`src/rtl/pmc_pkg.sv`:
```
package pmc_pkg;

    typedef enum logic [2:0] {
        ST_RUN,
        ST_IDLE,
        ST_PDOWN,
        ST_WAKE_INT,
        ST_WAIT_RISE,
        ST_WAKE_RST
    } pmc_state_e;

    localparam logic [1:0] MODE_RUN   = 2'b00;
    localparam logic [1:0] MODE_IDLE  = 2'b01;
    localparam logic [1:0] MODE_PDOWN = 2'b10;
    localparam logic [1:0] MODE_WAKE  = 2'b11;

    localparam int REQ_IDLE_BIT = 0;
    localparam int REQ_PD_BIT   = 1;

    typedef struct packed {
        logic       cpu_clk_en;
        logic       per_clk_en;
        logic       osc_en;
        logic [1:0] mode;
        logic       pin_force;
        logic       pin_lvl;
    } pmc_out_t;

endpackage

```
`src/rtl/pmc_req_reg.sv`:
```
module pmc_req_reg (
    input  logic       clk,
    input  logic       rst_n,
    input  logic       wr_en,
    input  logic [1:0] wr_data,
    input  logic       clr,
    output logic [1:0] req_q
);

    always_ff @(posedge clk or negedge rst_n) begin
        if (!rst_n) begin
            req_q <= 2'b00;
        end else if (clr) begin
            req_q <= 2'b00;
        end else if (wr_en) begin
            req_q <= wr_data;
        end
    end

    AST_REQ_CLEARS: assert property (@(posedge clk) disable iff (!rst_n)
        clr |=> (req_q == 2'b00));

endmodule

```
`src/rtl/pmc_rst_filter.sv`:
```
module pmc_rst_filter #(
    parameter int MC_CLKS = 12,
    parameter int RST_MC  = 2
) (
    input  logic clk,
    input  logic rst_n,
    input  logic pin,
    input  logic count_en,
    output logic fire
);

    localparam int HOLD = MC_CLKS * RST_MC;
    localparam int CW   = $clog2(HOLD + 1);
    localparam logic [CW-1:0] HOLD_V = CW'(HOLD);

    logic [CW-1:0] cnt;

    always_ff @(posedge clk or negedge rst_n) begin
        if (!rst_n) begin
            cnt <= '0;
        end else if (pin && count_en) begin
            if (cnt != HOLD_V) begin
                cnt <= cnt + 1'b1;
            end
        end else begin
            cnt <= '0;
        end
    end

    assign fire = (cnt == HOLD_V);

    AST_RST_HELD: assert property (@(posedge clk) disable iff (!rst_n)
        fire |-> $past(pin));

endmodule

```
`src/rtl/pmc_settle_timer.sv`:
```
module pmc_settle_timer #(
    parameter int CNT_W = 16
) (
    input  logic             clk,
    input  logic             rst_n,
    input  logic             run,
    input  logic [CNT_W-1:0] limit,
    input  logic             osc_stable,
    output logic             settled
);

    logic [CNT_W-1:0] cnt;

    always_ff @(posedge clk or negedge rst_n) begin
        if (!rst_n) begin
            cnt <= '0;
        end else if (!run) begin
            cnt <= '0;
        end else if (cnt < limit) begin
            cnt <= cnt + 1'b1;
        end
    end

    assign settled = run && (osc_stable || (cnt >= limit));

endmodule

```
`src/rtl/pmc_fsm.sv`:
```
module pmc_fsm
    import pmc_pkg::*;
(
    input  logic       clk,
    input  logic       rst_n,
    input  logic [1:0] req_q,
    input  logic       irq_any,
    input  logic       wake_low,
    input  logic       rst_pin,
    input  logic       core_rst,
    input  logic       settled,
    output pmc_state_e state,
    output logic       exit_run,
    output pmc_out_t   outs
);

    pmc_state_e nxt;

    always_ff @(posedge clk or negedge rst_n) begin
        if (!rst_n) begin
            state <= ST_RUN;
        end else begin
            state <= nxt;
        end
    end

    always_comb begin
        nxt = state;
        if (core_rst) begin
            nxt = ST_RUN;
        end else begin
            unique case (state)
                ST_RUN: begin
                    if (req_q[REQ_PD_BIT]) begin
                        nxt = ST_PDOWN;
                    end else if (req_q[REQ_IDLE_BIT]) begin
                        nxt = ST_IDLE;
                    end
                end
                ST_IDLE: begin
                    if (irq_any) begin
                        nxt = ST_RUN;
                    end
                end
                ST_PDOWN: begin
                    if (rst_pin) begin
                        nxt = ST_WAKE_RST;
                    end else if (wake_low) begin
                        nxt = ST_WAKE_INT;
                    end
                end
                ST_WAKE_INT: begin
                    if (settled) begin
                        nxt = wake_low ? ST_WAIT_RISE : ST_RUN;
                    end
                end
                ST_WAIT_RISE: begin
                    if (!wake_low) begin
                        nxt = ST_RUN;
                    end
                end
                ST_WAKE_RST: begin
                    if (settled) begin
                        nxt = ST_RUN;
                    end
                end
                default: nxt = ST_RUN;
            endcase
        end
    end

    assign exit_run = core_rst || ((state != ST_RUN) && (nxt == ST_RUN));

    always_comb begin
        outs = '{cpu_clk_en: 1'b1, per_clk_en: 1'b1, osc_en: 1'b1,
                 mode: MODE_RUN, pin_force: 1'b0, pin_lvl: 1'b0};
        unique case (state)
            ST_RUN: begin
                outs.mode = MODE_RUN;
            end
            ST_IDLE: begin
                outs.cpu_clk_en = 1'b0;
                outs.mode       = MODE_IDLE;
                outs.pin_force  = 1'b1;
                outs.pin_lvl    = 1'b1;
            end
            ST_PDOWN: begin
                outs.cpu_clk_en = 1'b0;
                outs.per_clk_en = 1'b0;
                outs.osc_en     = 1'b0;
                outs.mode       = MODE_PDOWN;
                outs.pin_force  = 1'b1;
            end
            ST_WAKE_INT, ST_WAIT_RISE, ST_WAKE_RST: begin
                outs.cpu_clk_en = 1'b0;
                outs.per_clk_en = 1'b0;
                outs.mode       = MODE_WAKE;
                outs.pin_force  = 1'b1;
            end
            default: begin
                outs.mode = MODE_RUN;
            end
        endcase
    end

    AST_PD_PRIORITY: assert property (@(posedge clk) disable iff (!rst_n)
        (state == ST_RUN && req_q == 2'b11 && !core_rst) |=> (state == ST_PDOWN));
    AST_PD_STAYS: assert property (@(posedge clk) disable iff (!rst_n)
        (state == ST_PDOWN && !rst_pin && !wake_low && !core_rst) |=> (state == ST_PDOWN));
    AST_RISE_NEEDED: assert property (@(posedge clk) disable iff (!rst_n)
        (state == ST_WAIT_RISE && wake_low && !core_rst) |=> (state == ST_WAIT_RISE));

endmodule

```
`src/rtl/pwr_mode_ctrl.sv`:
```
module pwr_mode_ctrl
    import pmc_pkg::*;
#(
    parameter int NUM_EXT = 2,
    parameter int MC_CLKS = 12,
    parameter int RST_MC  = 2,
    parameter int CNT_W   = 16
) (
    input  logic               clk,
    input  logic               rst_n,
    input  logic               ctl_wr,
    input  logic [1:0]         ctl_wdata,
    output logic [1:0]         ctl_q,
    input  logic               irq_pending,
    input  logic [NUM_EXT-1:0] ext_int_n,
    input  logic [NUM_EXT-1:0] ext_int_en,
    input  logic [NUM_EXT-1:0] ext_int_lvl,
    input  logic               hw_rst,
    input  logic               osc_stable,
    input  logic [CNT_W-1:0]   wake_cycles,
    output logic               cpu_clk_en,
    output logic               per_clk_en,
    output logic               osc_en,
    output logic [1:0]         mode,
    output logic               pin_force,
    output logic               pin_lvl,
    output logic               core_rst
);

    pmc_state_e         state;
    pmc_out_t           outs;
    logic               exit_run;
    logic               settled;
    logic               clocks_live;
    logic               timer_run;
    logic [NUM_EXT-1:0] pin_hit;
    logic               wake_low;

    for (genvar g = 0; g < NUM_EXT; g++) begin : g_pin
        assign pin_hit[g] = ext_int_en[g] & ext_int_lvl[g] & ~ext_int_n[g];
    end
    assign wake_low = |pin_hit;

    assign clocks_live = (state == ST_RUN) || (state == ST_IDLE);
    assign timer_run   = (state == ST_WAKE_INT) || (state == ST_WAKE_RST);

    pmc_req_reg u_req (
        .clk     (clk),
        .rst_n   (rst_n),
        .wr_en   (ctl_wr && (state == ST_RUN)),
        .wr_data (ctl_wdata),
        .clr     (exit_run),
        .req_q   (ctl_q)
    );

    pmc_rst_filter #(
        .MC_CLKS (MC_CLKS),
        .RST_MC  (RST_MC)
    ) u_rstf (
        .clk      (clk),
        .rst_n    (rst_n),
        .pin      (hw_rst),
        .count_en (clocks_live),
        .fire     (core_rst)
    );

    pmc_settle_timer #(
        .CNT_W (CNT_W)
    ) u_settle (
        .clk        (clk),
        .rst_n      (rst_n),
        .run        (timer_run),
        .limit      (wake_cycles),
        .osc_stable (osc_stable),
        .settled    (settled)
    );

    pmc_fsm u_fsm (
        .clk      (clk),
        .rst_n    (rst_n),
        .req_q    (ctl_q),
        .irq_any  (irq_pending),
        .wake_low (wake_low),
        .rst_pin  (hw_rst),
        .core_rst (core_rst),
        .settled  (settled),
        .state    (state),
        .exit_run (exit_run),
        .outs     (outs)
    );

    assign cpu_clk_en = outs.cpu_clk_en;
    assign per_clk_en = outs.per_clk_en;
    assign osc_en     = outs.osc_en;
    assign mode       = outs.mode;
    assign pin_force  = outs.pin_force;
    assign pin_lvl    = outs.pin_lvl;

    AST_IDLE_CLOCKS: assert property (@(posedge clk) disable iff (!rst_n)
        (mode == MODE_IDLE) |-> (!cpu_clk_en && per_clk_en && osc_en && pin_lvl));
    AST_PD_DARK: assert property (@(posedge clk) disable iff (!rst_n)
        (mode == MODE_PDOWN) |-> (!osc_en && !per_clk_en && !cpu_clk_en && !pin_lvl));
    AST_WAKE_GATED: assert property (@(posedge clk) disable iff (!rst_n)
        (mode == MODE_WAKE) |-> (osc_en && !cpu_clk_en));
    AST_RST_TO_RUN: assert property (@(posedge clk) disable iff (!rst_n)
        core_rst |=> (mode == MODE_RUN && ctl_q == 2'b00));
    AST_RUN_CLEAN: assert property (@(posedge clk) disable iff (!rst_n)
        (mode == MODE_RUN && $past(mode) != MODE_RUN) |-> (ctl_q == 2'b00));

endmodule

```
`config.mk`:
```
export PLATFORM = sky130hd
export DESIGN_NAME = pwr_mode_ctrl
export DESIGN_NICKNAME = d
export VERILOG_FILES = /design/src/rtl/pmc_pkg.sv /design/src/rtl/pmc_req_reg.sv /design/src/rtl/pmc_rst_filter.sv /design/src/rtl/pmc_settle_timer.sv /design/src/rtl/pmc_fsm.sv /design/src/rtl/pwr_mode_ctrl.sv
export SDC_FILE = /design/constraint.sdc
export NUM_CORES = 1
export LEC_CHECK = 0
export BUFFER_PORTS_ARGS = -buffer_cell sky130_fd_sc_hd__buf_2
export CORE_MARGIN = 4
export CORE_UTILIZATION = 35
export DETAILED_ROUTE_END_ITERATION = 12
export PLACE_DENSITY_LB_ADDON = 0.05
export SLEW_MARGIN = 20
export SYNTH_ARGS = -nofsm -noshare
export SYNTH_HDL_FRONTEND = slang
export SYNTH_SLANG_ARGS = --single-unit
```
`constraint.sdc`:
```
create_clock -name clk -period 6.2 [get_ports clk]
set_clock_uncertainty 0.05 [all_clocks]
set_input_delay 0.31 -clock clk [delete_from_list [all_inputs] [get_ports clk]]
set_output_delay 0.31 -clock clk [all_outputs]
set_load 0.02 [all_outputs]
```
==> summary.md, run 1 <==
| Metric | Value |
|---|---|
| Status | finished, violations left |
| Violated checks | negative hold slack |
| Final min period | 2.47 ns |
| Most frequent cells in the layout | buf_2 (39), nor2_1 (30), dfrtp_1 (26) |
| Largest net degree at the start of global routing | 27 |
| Max-Cap Viols | 0 |
| CP endpoint kind | flip-flop |
| WL final | 3880 µm |
| RSZ-0062 raised after global routing | no |
| IO Count | 40 |
| DRT iter0 DRCs | 46 |
| Reg clk slew, reported paths | 0.10 ns |
| Post-CTS Hold Buffers | 0 |
| Slew HR | 52.9% |
| Die area | 0.00643 mm² |
| Compound-Gate Fraction of Synth Area | 8.98% |
| XOR/XNOR Fraction of Synth Area | 8.16% |
| Simple-gate portion of the synthesized area | 26.0% |
| Delay-heaviest family, CP | simple AND/OR/NAND/NOR gates |
| Cell area after synthesis | 0.00182 mm² |
| Number of fill cells | 527 |
| Rows | 26 |
| Count of cell types in the netlist | 40 |
| Syn_area_per_cell | 8.90 µm² |
| Hold slack final | -0.0116 ns |
| Post-CTS sizing | 0 |
| Total Power | 539 µW |
| Yosys reg bits | 26 |
| Final hold vios | 17 |
| Slew Viols, Final | 0 |
| DR WL/cell | 12.3 µm |
| Crit share post-route | 39.8% |
| Number of vias per cell | 4.77 |
| Synth-to-Final Area Change | 17.7% |
| Final Worst Setup Slack | 3.73 ns |
| R2R depth | 8 |
| Setup tns final | 0 ns |
| Synth Net Count | 254 |
| GPL Wtd Cong | 0.712 |
| Leak | 1.09 nW |
| Commonest non-fill, non-tap cell in the layout | buf_2 |
| Buf/Inv on CP | 0 |
| Largest family of logic cells by synthesized area | simple AND/OR/NAND/NOR gates |
| Slowest stage delay, CP | 0.44 ns |
| CTS Buffer Depth | 2 |
| Crit start category | flip-flop |
| Setup Crit Path Kind | reg -> reg |
| Crit path from | u_settle.cnt[13] |
| Port Buffers | 39 |
| Final ANT Viol Nets | 0 |
| Peak VDD IR | 134 µV |
| CTS sink cnt | 26 |
| Critical path required time | 6.33 ns |
| Crit-path cells | ha_1, nand4_1, nor4_1, a21boi_2, or4b_4, and3_4, a2bb2oi_2, nor2_1 |
| Total grt overflow | 0 |
| Worst-Margin Slew | 0.703 ns |
| Setup Fix Bufs, Post-CTS | 0 |
| Multiplexer share of the synthesized area | 2.81% |
| Number of flops mapped to enable cells by yosys | 0 |
| Arrival time of the worst setup path | 2.59 ns |
| Crit Path Max Fanout | 4 |
| Core Area | 0.00507 mm² |
| CTS Buf Count | 3 |
| Fraction of registers with async set/reset | 100% |
| Final net count | 294 |
| Antenna violations before repair | 0 |
| Levels on crit path | 8 |
| Die H | 80.2 µm |
| DR vias | 1,497 |
| Synth Warn # | 0 |
| Die W | 80.2 µm |
| Worst min path class | in -> async |
| Final setup vio count | 0 |
| Predominant post-synthesis flop cell | dfrtp_1 |
| Pre-antenna DRT Iters | 4 |
| CTS root buffer | clkbuf_8 |
| Post-Place Worst Slack | 3.65 ns |
| # H-tree levels | 1 |
| Slowest stage cell on the critical path | nor4_1 |
| Number of global-route vias before repair | 1,431 |
| Overall routing resource usage | 13.1% |
| DP HPWL | 2960 µm |
| Fmax | 0.406 GHz |
| CTS tree | yes |
| Layout cells sized above 1 | 20.9% |
| Register area share after synthesis | 35.7% |
| Reg2Reg Launch Point | u_settle.cnt[13] |
| Reg2Reg Setup Slack | 3.73 ns |
| R2R Path End | u_req.req_q[1] |
| Initial core utilization | 35.9% |
| DRC | 0 |
| # diodes | 0 |
| Crit path capture | u_req.req_q[1] |
| Power per cell area | 251 mW/mm² |
| Synth Area in Adders | 13.0% |
| Mapped Cells | 205 |
| Worst-Skew Late Latency | 0.28 ns |
| First-pass GRT wire length | 6730 µm |
==> synth_stat cells (2+ instances only) <==
cell	instances	share of area, %
nor2_1	30	6.2
dfrtp_1	26	36
inv_1	22	4.5
ha_1	19	13
nand2_1	16	3.3
xor2_1	15	7.2
a21oi_1	8	2.2
nand3_1	8	2.2
nand4_1	8	2.7
and3_1	4	1.4
clkbuf_1	4	0.82
mux2i_1	4	2.2
nor2b_1	4	1.4
and4_1	3	1.4
nand2b_1	3	1.0
and2_1	2	0.69
nor3_1	2	0.55
o21a_1	2	0.82
o21ai_0	2	0.55
o221ai_1	2	0.96
xnor2_1	2	0.96
==> where the power goes <==
group / leakage, nW / internal, mW / switching [mW]
combinational: 0.700 / 0.0864 / 0.119
sequential: 0.357 / 0.188 / 0.0301
clock: 0.0288 / 0.0569 / 0.0585
==> state kept, by name, summed over array words and instances (netlist names) <==
name          cells
u_fsm.state       3
u_req.req_q       2
u_rstf.cnt        5
u_settle.cnt     16
==> logic make-up (layout without fill, tap and decap cells) <==
group	count (synthesis)	after routing
flip-flops	26	26
adder cells (fa/ha/maj)	19	19
XOR/XNOR	17	17
AO/OA/AOI/OAI	23	23
multiplexers	5	5
AND/OR/NAND/NOR	89	89
buffers and inverters	26	65
==> how the worst min path moves through the flow <==
stage / start / end / cells after the start
2_1_floorplan: rst_n / u_fsm.state[0] / 0
5_1_grt: rst_n / u_settle.cnt[11] / 1
4_1_cts: rst_n / u_settle.cnt[9] / 1
3_3_place_gp: rst_n / u_settle.cnt[9] / 1
6_report: rst_n / u_settle.cnt[9] / 1
3_5_place_dp: rst_n / u_settle.cnt[13] / 1
==> routing by layer <==
layer / up-vias / track usage, % / part of all wire (%)
met2: 24 / 20.0 / 45
li1: 782 / - / -
met4: 0 / 2.03 / 0.36
met1: 689 / 19.2 / 51
met5: - / 0 / 0
met3: 2 / 2.69 / 3.6
==> stage by stage <==
| stage | instance area, µm² | utilization (%) | std cells |
|---|---|---|---|
| 3_3_place_gp | 2090 | 41.2 | 310 |
| 6_report | 2150 | 42.3 | 314 |
| 3_5_place_dp | 2090 | 41.2 | 310 |
| 2_1_floorplan | 1820 | - | 205 |
| 5_1_grt | 2150 | 42.3 | 314 |
| 4_1_cts | 2150 | 42.3 | 314 |
==> final cells by class <==
class / count / area, µm² / area share, %
clock buffers: 4 / 55.1 / 2.56
inverters: 22 / 82.6 / 3.85
multi-input cells: 153 / 1080 / 50.1
flip-flops and latches: 26 / 651 / 30.3
well taps: 70 / 87.6 / 4.08
repair buffers: 39 / 195 / 9.09
Note: power is estimated with default switching activity, not from simulation.
==> inputs of run 2 (changes only) <==
- clock period: 6.2 -> 2.6 ns (I/O delays scaled with it)
==> run 2 against run 1 <==
The flow now finishes without violations. Via count grew 1.5%. First-iteration DRC count rose by 2.2%. Final cell count is 2.2% higher. Non-clock buffer count is 7 higher. Wire length grew 2.0%. Combinational power grew 140%. Worst hold slack improved by 0.057 ns. Maximum frequency rose by 3.3%. Sequential power rose by 140%. Clock power rose to 3.0 times the previous value. Setup slack worse by 3.5 ns. Critical endpoint unchanged. Largest cell class unchanged.
==> summary.md, run 2 (same netlist as run 1, synthesis figures left out) <==
| Metric | Value |
|---|---|
| Die H | 80.2 µm |
| Slowest stage cell on the critical path | or4b_4 |
| Total grt overflow | 0 |
| Number of fill cells | 549 |
| DR WL/cell | 12.3 µm |
| Setup Crit Path Kind | reg -> reg |
| Setup tns final | 0 ns |
| Final ANT Viol Nets | 0 |
| Rows | 26 |
| Combinational power share | 36.6% |
| CTS sink cnt | 26 |
| Top reg by flops | u_settle.cnt |
| Crit path from | u_settle.cnt[13] |
| Die area | 0.00643 mm² |
| DR vias | 1,519 |
| Crit-path cells | ha_1, a21oi_1, nor2_1, a211o_1, or4b_4, o21ai_1, a2bb2oi_2, nor2_1 |
| Placed Area | 0.00214 mm² |
| Setup Fix Bufs, Post-CTS | 0 |
| IO Count | 40 |
| Met1 Routed Length | 2050 µm |
| Final net count | 301 |
| Power per cell area | 611 mW/mm² |
| Worst-Margin Slew | 0.607 ns |
| Power share of the clock group | 25.0% |
| Fmax | 0.419 GHz |
| Reg2Reg Launch Point | u_settle.cnt[13] |
| Largest regs | u_settle.cnt x16, u_rstf.cnt x5, u_fsm.state x3 |
| Min-Delay Startpoint | ctl_wdata[0] |
| Hold depth | 3 |
| DRT iter0 DRCs | 47 |
| Met2 WL post-DR | 1720 µm |
| CTS root buffer | clkbuf_8 |
| Crit Path Max Fanout | 4 |
| Slew Viols, Final | 0 |
| Number of vias per cell | 4.73 |
| Port Buffers | 39 |
| Worst min path class | in -> reg |
| CP endpoint kind | flip-flop |
| Overall routing resource usage | 13.3% |
| Critical path required time | 2.72 ns |
| CTS Buffer Depth | 2 |
| Largest net degree at the start of global routing | 27 |
| Slew HR | 59.5% |
| Antenna violations before repair | 0 |
| WL final | 3950 µm |
| Int Power | 866 µW |
| Leak | 1.13 nW |
| DRC | 0 |
| Post-Place Worst Slack | 0.178 ns |
| Switch share | 36.3% |
| Number of global-route vias before repair | 1,441 |
| Layout cells sized above 1 | 23.1% |
| Delay-heaviest family, CP | compound AO/OA/AOI/OAI gates |
| Die W | 80.2 µm |
| First-pass GRT wire length | 6640 µm |
| Final setup vio count | 0 |
| Core Util, Final | 43.8% |
| Commonest non-fill, non-tap cell in the layout | buf_2 |
| Metal3 WL | 145 µm |
| Cell mode on critical path | nor2_1 |
| Levels on crit path | 8 |
| DP HPWL | 3100 µm |
| Max-Cap Viols | 0 |
| Initial core utilization | 35.9% |
| Status | completed |
| Buf/Inv on CP | 0 |
| Top layer in use | met4 |
| Pre-antenna DRT Iters | 4 |
| Final Worst Setup Slack | 0.213 ns |
| Slowest stage delay, CP | 0.57 ns |
| Crit start category | flip-flop |
| CTS Buf Count | 3 |
| Crit share post-route | 91.8% |
| Synth-to-Final Area Change | 21.9% |
| Final min period | 2.39 ns |
| Core Area | 0.00507 mm² |
| Final Instance Count excl. Fillers | 321 |
| Reg2Reg Setup Slack | 0.21 ns |
| R2R depth | 8 |
| CTS tree | yes |
| Worst-Skew Late Latency | 0.27 ns |
| Largest register FFs | 16 |
| Post-route cell area | 0.00222 mm² |
| Dpl cells | 316 |
| Sequential power share | 38.4% |
| Most frequent cells in the layout | buf_2 (39), nor2_1 (30), dfrtp_1 (26) |
| Peak VDD IR | 312 µV |
| Reg clk slew, reported paths | 0.10 ns |
| Net Sw Power | 493 µW |
| # diodes | 0 |
| Final hold vios | 0 |
| Arrival time of the worst setup path | 2.51 ns |
| GPL Wtd Cong | 0.739 |
| # H-tree levels | 1 |
run 2: cell count changes in the layout (fill, tap and decap cells not counted):
cell	delta
buf_4	+6
bufinv_16	+1
clkbuf_8	-1
dlygate4sd3_1	+1
nor4_1	-1
nor4_2	+1
run 2: cell type report:
| cell class | count | area [µm²] | share of cell area (%) |
|---|---|---|---|
| Multi-Input combinational cell | 153 | 1080 | 48.7 |
| Sequential cell | 26 | 651 | 29.2 |
| Timing Repair Buffer | 46 | 250 | 11.2 |
| Tap cell | 70 | 87.6 | 3.94 |
| Inverter | 22 | 82.6 | 3.71 |
| Clock buffer | 3 | 41.3 | 1.86 |
| Clock inverter | 1 | 30.0 | 1.35 |
run 2: timing repair:
action                                 CTS  global route
endpoints found under the hold margin   26             0
setup endpoints to repair                0             4
hold buffers                             1             0
gates resized for setup                  0             1
run 2: worst paths after layout:
kind,to
max,u_req.req_q[1]
min,u_req.req_q[0]
max reg2reg,u_req.req_q[1]
min reg2reg,u_settle.cnt[15]
max in group asynchronous,u_settle.cnt[3]
min in group asynchronous,u_settle.cnt[10]
run 2: power by group through the flow:
stage	registers, mW	clock network [mW]	logic [mW]
finish	0.522	0.340	0.497
detailed placement	0.529	0	0.502
global route	0.532	0.368	0.558
CTS	0.520	0.352	0.505
global placement	0.533	0	0.509
floorplan	0.504	0	0.367
run 2: layer usage:
| layer | vias to the layer above | global-route usage [%] |
|---|---|---|
| met4 | 0 | 4.05 |
| met3 | 5 | 2.02 |
| li1 | 796 | - |
| met1 | 689 | 19.4 |
| met5 | - | 0 |
| met2 | 29 | 20.0 |
run 2: stage by stage:
stage               hold WS [ns]  power [mW]
floorplan                 -0.216       0.871
global placement           0.146        1.04
detailed placement         0.143        1.03
CTS                       0.0394        1.38
global route              0.0613        1.46
finish                    0.0456        1.36
run 2: tightest hold or removal path, cell delays in order:
cell and delay [ns]:
buf_2 0.08, mux2i_1 0.05, nor2_1 0.08
